File: src/rtl/mbs_pkg.sv
// Shared types for the multiplexed bus sequencer.
package mbs_pkg;
    typedef enum logic [1:0] {
        K_FETCH = 2'b00,
        K_READ  = 2'b01,
        K_WRITE = 2'b10,
        K_JUMP  = 2'b11
    } kind_e;

    typedef enum logic [2:0] {
        S_IDLE,
        S_ADDR,
        S_STRB,
        S_WAIT,
        S_LAST,
        S_TURN
    } phase_e;
endpackage

File: src/rtl/mbs_phase_fsm.sv
// Phase sequencer: steps one machine cycle through its address clock, its
// strobe clocks (including ready-driven waits) and an optional turnaround.
// Assumes cur_write is stable from the clock after acceptance to cycle end.
module mbs_phase_fsm
    import mbs_pkg::*;
(
    input  logic   clk,
    input  logic   rst_n,
    input  logic   req_valid,
    input  logic   ready,
    input  logic   cur_write,
    output phase_e phase,
    output logic   accept
);
    phase_e phase_nx;

    // A request is taken only between cycles.
    assign accept = (phase == S_IDLE) && req_valid;

    // Next-phase selection.
    always_comb begin
        phase_nx = phase;
        case (phase)
            S_IDLE:         if (req_valid) phase_nx = S_ADDR;
            S_ADDR:         phase_nx = S_STRB;
            S_STRB, S_WAIT: phase_nx = ready ? S_LAST : S_WAIT;
            S_LAST:         phase_nx = cur_write ? S_IDLE : S_TURN;
            S_TURN:         phase_nx = S_IDLE;
            default:        phase_nx = S_IDLE;
        endcase
    end

    // Phase register.
    always_ff @(posedge clk) begin
        if (!rst_n) phase <= S_IDLE;
        else        phase <= phase_nx;
    end

    // the address clock lasts exactly one clock.
    p_addr_one_clk_r2: assert property (@(posedge clk) disable iff (!rst_n)
        (phase == S_ADDR) |=> (phase == S_STRB));
    // a low ready in a strobe clock yields a wait clock.
    p_wait_on_low_r6: assert property (@(posedge clk) disable iff (!rst_n)
        ((phase == S_STRB || phase == S_WAIT) && !ready) |=> (phase == S_WAIT));
    // a read-type cycle always ends in a turnaround clock.
    p_turn_after_read_r8: assert property (@(posedge clk) disable iff (!rst_n)
        (phase == S_LAST && !cur_write) |=> (phase == S_TURN));
endmodule

File: src/rtl/mbs_addr_path.sv
// Address and data path: holds the current cycle's address, kind and write
// data, keeps the fetch counter, and captures read data as the strobe ends.
// Assumes accept is high only in the idle phase.
module mbs_addr_path
    import mbs_pkg::*;
#(
    parameter int ADDR_W = 16,
    parameter int DATA_W = 8
) (
    input  logic              clk,
    input  logic              rst_n,
    input  logic              accept,
    input  logic [1:0]        req_kind,
    input  logic [ADDR_W-1:0] req_addr,
    input  logic [DATA_W-1:0] req_wdata,
    input  phase_e            phase,
    input  logic [DATA_W-1:0] ad_in,
    output logic [ADDR_W-1:0] cur_addr,
    output logic [DATA_W-1:0] cur_wdata,
    output logic              cur_write,
    output logic [DATA_W-1:0] rdata,
    output logic              rdata_valid
);
    localparam logic [ADDR_W-1:0] ONE = ADDR_W'(1);

    kind_e             kind;
    logic [ADDR_W-1:0] pc;
    logic [ADDR_W-1:0] addr_sel;

    assign kind     = kind_e'(req_kind);
    assign addr_sel = (kind == K_FETCH) ? pc : req_addr;

    // Latch the request fields when a cycle is accepted.
    always_ff @(posedge clk) begin
        if (!rst_n) begin
            cur_addr  <= '0;
            cur_wdata <= '0;
            cur_write <= 1'b0;
        end else if (accept) begin
            cur_addr  <= addr_sel;
            cur_wdata <= req_wdata;
            cur_write <= (kind == K_WRITE);
        end
    end

    // Fetch counter: steps after a fetch, reloads on a branch-fetch.
    always_ff @(posedge clk) begin
        if (!rst_n) begin
            pc <= '0;
        end else if (accept) begin
            if (kind == K_FETCH)     pc <= pc + ONE;
            else if (kind == K_JUMP) pc <= req_addr + ONE;
        end
    end

    // Capture read data on the edge that ends the final strobe clock.
    always_ff @(posedge clk) begin
        if (!rst_n) begin
            rdata       <= '0;
            rdata_valid <= 1'b0;
        end else begin
            rdata_valid <= (phase == S_LAST) && !cur_write;
            if ((phase == S_LAST) && !cur_write) rdata <= ad_in;
        end
    end

    // a fetch advances the counter by one.
    p_pc_step_r9: assert property (@(posedge clk) disable iff (!rst_n)
        (accept && kind == K_FETCH) |=> (pc == $past(pc) + ONE));
    // the valid flag is a single-clock pulse.
    p_rvalid_pulse_r7: assert property (@(posedge clk) disable iff (!rst_n)
        rdata_valid |=> !rdata_valid);
endmodule

File: src/rtl/mbs_lo_latch.sv
// Model of the companion address latch: follows the shared pins while the
// strobe is high and holds the last value once it falls.
module mbs_lo_latch #(
    parameter int DATA_W = 8
) (
    input  logic              clk,
    input  logic              rst_n,
    input  logic              ale,
    input  logic [DATA_W-1:0] pins,
    output logic [DATA_W-1:0] lo
);
    // Capture the low address byte while the strobe is high.
    always_ff @(posedge clk) begin
        if (!rst_n)   lo <= '0;
        else if (ale) lo <= pins;
    end

    // the held byte changes only on a strobe clock.
    p_lat_hold_r11: assert property (@(posedge clk) disable iff (!rst_n)
        !ale |=> $stable(lo));
endmodule

File: src/rtl/mux_bus_seq.sv
// Top of the multiplexed address/data bus sequencer. It decodes the phase
// into pin strobes and driver enables and rebuilds the full address.
// Assumes the external device drives ad_in only while rd_n is low.
module mux_bus_seq
    import mbs_pkg::*;
#(
    parameter int ADDR_W = 16,
    parameter int DATA_W = 8
) (
    input  logic              clk,
    input  logic              rst_n,
    input  logic              req_valid,
    input  logic [1:0]        req_kind,
    input  logic [ADDR_W-1:0] req_addr,
    input  logic [DATA_W-1:0] req_wdata,
    input  logic              ready,
    input  logic [DATA_W-1:0] ad_in,
    output logic [DATA_W-1:0] ad_out,
    output logic              ad_oe,
    output logic [ADDR_W-DATA_W-1:0] addr_hi,
    output logic              ale,
    output logic              rd_n,
    output logic              wr_n,
    output logic              busy,
    output logic [ADDR_W-1:0] lat_addr,
    output logic [DATA_W-1:0] rdata,
    output logic              rdata_valid
);
    localparam int HI_W = ADDR_W - DATA_W;

    phase_e            phase;
    logic              accept;
    logic              cur_write;
    logic [ADDR_W-1:0] cur_addr;
    logic [DATA_W-1:0] cur_wdata;
    logic [DATA_W-1:0] lat_lo;
    logic              in_strobe;

    mbs_phase_fsm u_fsm (
        .clk       (clk),
        .rst_n     (rst_n),
        .req_valid (req_valid),
        .ready     (ready),
        .cur_write (cur_write),
        .phase     (phase),
        .accept    (accept)
    );

    mbs_addr_path #(.ADDR_W(ADDR_W), .DATA_W(DATA_W)) u_path (
        .clk         (clk),
        .rst_n       (rst_n),
        .accept      (accept),
        .req_kind    (req_kind),
        .req_addr    (req_addr),
        .req_wdata   (req_wdata),
        .phase       (phase),
        .ad_in       (ad_in),
        .cur_addr    (cur_addr),
        .cur_wdata   (cur_wdata),
        .cur_write   (cur_write),
        .rdata       (rdata),
        .rdata_valid (rdata_valid)
    );

    mbs_lo_latch #(.DATA_W(DATA_W)) u_latch (
        .clk   (clk),
        .rst_n (rst_n),
        .ale   (ale),
        .pins  (ad_out),
        .lo    (lat_lo)
    );

    // Decode the phase into strobes, enables and pin values.
    always_comb begin
        in_strobe = (phase == S_STRB) || (phase == S_WAIT) || (phase == S_LAST);
        ale       = (phase == S_ADDR);
        rd_n      = !(in_strobe && !cur_write);
        wr_n      = !(in_strobe && cur_write);
        ad_oe     = ale || (in_strobe && cur_write);
        ad_out    = ale ? cur_addr[DATA_W-1:0] : cur_wdata;
        busy      = (phase != S_IDLE);
    end

    assign addr_hi  = cur_addr[ADDR_W-1:DATA_W];
    assign lat_addr = {addr_hi, lat_lo};

    // no data strobe during the address clock.
    p_ale_quiet_r2: assert property (@(posedge clk) disable iff (!rst_n)
        ale |-> (rd_n && wr_n && ad_oe));
    // upper lines stay put outside the address clock.
    p_hi_stable_r3: assert property (@(posedge clk) disable iff (!rst_n)
        !ale |-> $stable(addr_hi));
    // never drive the pins while the device may drive them.
    p_no_contend_r8: assert property (@(posedge clk) disable iff (!rst_n)
        !rd_n |-> !ad_oe);
    // the clock after a read strobe ends keeps the drivers off.
    p_turnaround_r8: assert property (@(posedge clk) disable iff (!rst_n)
        $rose(rd_n) |-> (!ad_oe && busy));
    // the two strobes are never active together.
    p_one_strobe_r4: assert property (@(posedge clk) disable iff (!rst_n)
        (rd_n || wr_n));
    // a wait clock leaves the strobes and drivers unchanged.
    p_wait_hold_r6: assert property (@(posedge clk) disable iff (!rst_n)
        (phase == S_WAIT) |-> ($stable(rd_n) && $stable(wr_n) && $stable(ad_oe)));
endmodule

File: config.mk
export PLATFORM = sky130hd
export DESIGN_NAME = mux_bus_seq
export DESIGN_NICKNAME = d
export VERILOG_FILES = /design/src/rtl/mbs_pkg.sv /design/src/rtl/mbs_phase_fsm.sv /design/src/rtl/mbs_addr_path.sv /design/src/rtl/mbs_lo_latch.sv /design/src/rtl/mux_bus_seq.sv
export SDC_FILE = /design/constraint.sdc
export NUM_CORES = 1
export LEC_CHECK = 0
export BUFFER_PORTS_ARGS = -buffer_cell sky130_fd_sc_hd__buf_2
export CAP_MARGIN = 20
export CORE_MARGIN = 4
export CORE_UTILIZATION = 45
export DETAILED_ROUTE_END_ITERATION = 8
export PLACE_DENSITY = 0.7
export SKIP_CTS_REPAIR_TIMING = 1
export SKIP_LAST_GASP = 1
export SYNTH_ARGS = -nofsm -noshare
export SYNTH_HDL_FRONTEND = slang
export SYNTH_SLANG_ARGS = --single-unit
File: constraint.sdc
create_clock -name clk -period 3.61 [get_ports clk]
set_clock_uncertainty 0.2 [all_clocks]
set_input_delay 0.361 -clock clk [delete_from_list [all_inputs] [get_ports clk]]
set_output_delay 0.361 -clock clk [all_outputs]
set_load 0.01 [all_outputs]
==> reports/metrics.cfg <==
[outcome]
status = finished clean

[logic_synthesis]
seq_area_frac_synth = 0.393
synth_mux_area_frac = 0.0459
synth_seq_cells = 61
avgSynthCellArea_um2 = 8.03
ys.flop_type = dfxtp_1
synth_top_family_by_area = simple AND/OR/NAND/NOR gates
async_reset_ff_frac = 0
synth-compound-area-share = 0.179
syn-cell-area_um2 = 3110
yosysWarnings = 0
synth_edf_count = 0
synth_xor_area_frac = 0.0113
postSynthCellCount = 387
syn_nets = 428
synth_fa_ha_area_frac = 0.0121
ys_types = 55
synth_simple_gate_area_frac = 0.273

[power_and_ir_drop]
p_sw_mw = 0.581
pwr-share-comb = 0.223
p_sw_frac = 0.306
peakVddDrop_mv = 0.198
p_seq_frac = 0.421
cellPowerDensity_nw_per_um2 = 522
internal_power_mw = 1.32
clkPwrFrac = 0.356
p_leak_nw = 1.56

[layout]
fin_cells = 531
nets = 487
layout_commonest_cell = nand2_1
syn2layout_area_growth_pct = 17.0
post-route-cell-area_um2 = 3640
fill_cells = 655
layout_common_cells = nand2_1, buf_2, dfxtp_1, a21oi_1, nor2_1
diodes = 0
drive_above_1_share = 0.259

[cts]
clk_latency_ns = 0.33
clock_sinks = 61
clock_path_buffers = 2
cts_tree = yes
cts_root_buf = clkbuf_8
cts.reportedPaths.clkPinSlew_ns = 0.07
cts_made_buffers = 9
htreeDepth = 3

[die]
die_h_um = 91.1
die_area_um2 = 8300
die_x_um = 91.1
ios = 84
initial_utilization = 0.460
num_rows = 30
core_area_um2 = 6760

[timing]
rsz0062_at_grt = no
finalHoldViolations = 0
max_clock_freq_ghz = 0.386
final.min_clock_period_ns = 2.59
holdWs_ns = 0.0625
tns_ns = 0
setup-violations-final = 0
period_share = 0.718
tightest_slew_ns = 0.835
slew-limit-headroom = 0.442
slew_viol_final = 0

[detailed_routing]
drc = 0
viasPerCell = 5.30
ant_nets = 0
routed-via-count = 2816
dr.pass1.iters = 4
routed_wl_um = 7440
post_drt_wl_per_cell_um = 14.0
drt_iter0_markers = 170

[critical_path]
cp_data_required_time_ns = 3.05
cp.arrival_ns = 2.03
crit_type = reg2out
crit_top_cell = nand2_1
worstPathCellList = nand2b_1 > or2_2 > clkinv_1 > nand2_1 > nand2_1 > buf_2
crit_family = simple AND/OR/NAND/NOR gates
path_max_fanout = 18
endpoint_kind = output port
crit_slowest_cell = dfxtp_1
startpoint_type = register
cp_slowest_stage_delay_ns = 0.51
crit_buf_inv = 2

[grt]
overflow = 0
grt_max_degree = 41
antenna_found_initial = 0
track_usage = 0.178
grt_pass1_vias = 2517
grt_pass1_wl_um = 12000

[job]
drv_cap = 0

[min_path]
hp-class = in2reg

[placement]
place_congestion = 0.910
dpl-instance-area_um2 = 3410
dp.cells = 515
numPortBuffers = 83
place.detailed.hpwl_um = 5380

-- metal layers --
layer  vias up  global-route usage  routed length, µm
met3         6              0.0514                581
met4         0              0.0704                 72
met5         -                   0                  0
met2        91               0.272               3410
li1       1445                   -                  -
met1      1274               0.235               3370
-- stage by stage --
step                       util  setup slack, ns  total power [mW]
after CTS                 0.538            0.985              1.92
final                     0.538             1.02              1.90
after global placement    0.505            0.999              1.23
after detailed placement  0.505            0.928              1.24
after global routing      0.538            0.763              2.01
after floorplan               -            0.763              1.14
-- path summary, 6_finish.rpt --
kind	from	end	slack [ns]	cells after the start
max	u_fsm.phase[1]$_SDFFE_PN0P_	ad_out[4]	1.02	6
min	ad_in[0]	u_path.rdata[0]$_SDFFE_PN0P_	0.06	3
max reg2reg	u_fsm.phase[0]$_SDFFE_PN0P_	u_path.pc[9]$_SDFFE_PN0P_	1.38	5
min reg2reg	u_path.rdata[4]$_SDFFE_PN0P_	u_path.rdata[4]$_SDFFE_PN0P_	0.25	2
-- synthesized netlist by cell type (3+ instances only) --
cell | count | share of area
clkbuf_1 | 15 | 0.018
nor2b_1 | 5 | 0.010
nand2_1 | 85 | 0.10
and2_1 | 3 | 0.0060
xnor2_1 | 3 | 0.0085
buf_6 | 3 | 0.011
a21oi_1 | 40 | 0.064
nor2_1 | 27 | 0.033
a211oi_1 | 15 | 0.036
ha_1 | 3 | 0.012
buf_4 | 18 | 0.043
nand4b_1 | 4 | 0.011
nand3_1 | 18 | 0.029
and3_1 | 3 | 0.0060
nand3b_1 | 6 | 0.014
nand2b_1 | 4 | 0.0081
dfxtp_1 | 61 | 0.39
buf_2 | 3 | 0.0048
o21ai_0 | 10 | 0.016
mux2i_1 | 12 | 0.039
inv_1 | 5 | 0.0060
-- cell type report --
type | count | area [µm²] | share of cell area
multi-input cells | 280 | 1620 | 0.445
flip-flops and latches | 61 | 1220 | 0.336
repair buffers | 87 | 445 | 0.122
clock buffers | 10 | 138 | 0.0378
well taps | 80 | 100 | 0.0275
clock inverters | 6 | 86.3 | 0.0237
inverters | 7 | 26.3 | 0.00722
-- worst register-to-register path, delay by kind of cell, from the launching register on --
kind             cells  cell delay [ns]
AND/OR/NAND/NOR      3             1.22
flip-flops           1             0.40
AO/OA/AOI/OAI        2             0.39
-- registers in the layout (all words and copies together), names as in the netlist --
register / count
u_path.pc: 16
u_path.rdata_valid: 1
u_path.cur_write: 1
u_fsm.phase: 3
u_path.rdata: 8
u_latch.lo: 8
u_path.cur_wdata: 8
u_path.cur_addr: 16
-- power groups by stage --
| stage | logic [mW] | clock network, mW | registers [mW] |
|---|---|---|---|
| floorplan | 0.336 | 0 | 0.801 |
| global placement | 0.422 | 0 | 0.810 |
| detailed placement | 0.425 | 0 | 0.814 |
| CTS | 0.427 | 0.693 | 0.798 |
| global route | 0.476 | 0.728 | 0.809 |
| finish | 0.423 | 0.676 | 0.799 |
-- cells by family after synthesis --
| family | count (synthesis) |
|---|---|
| mux | 14 |
| compound gates | 87 |
| simple gates | 172 |
| buf+inv | 46 |
| xor+xnor | 4 |
| flops | 61 |
| fa+ha+maj | 3 |
Note: power is estimated with default switching activity, not from simulation.
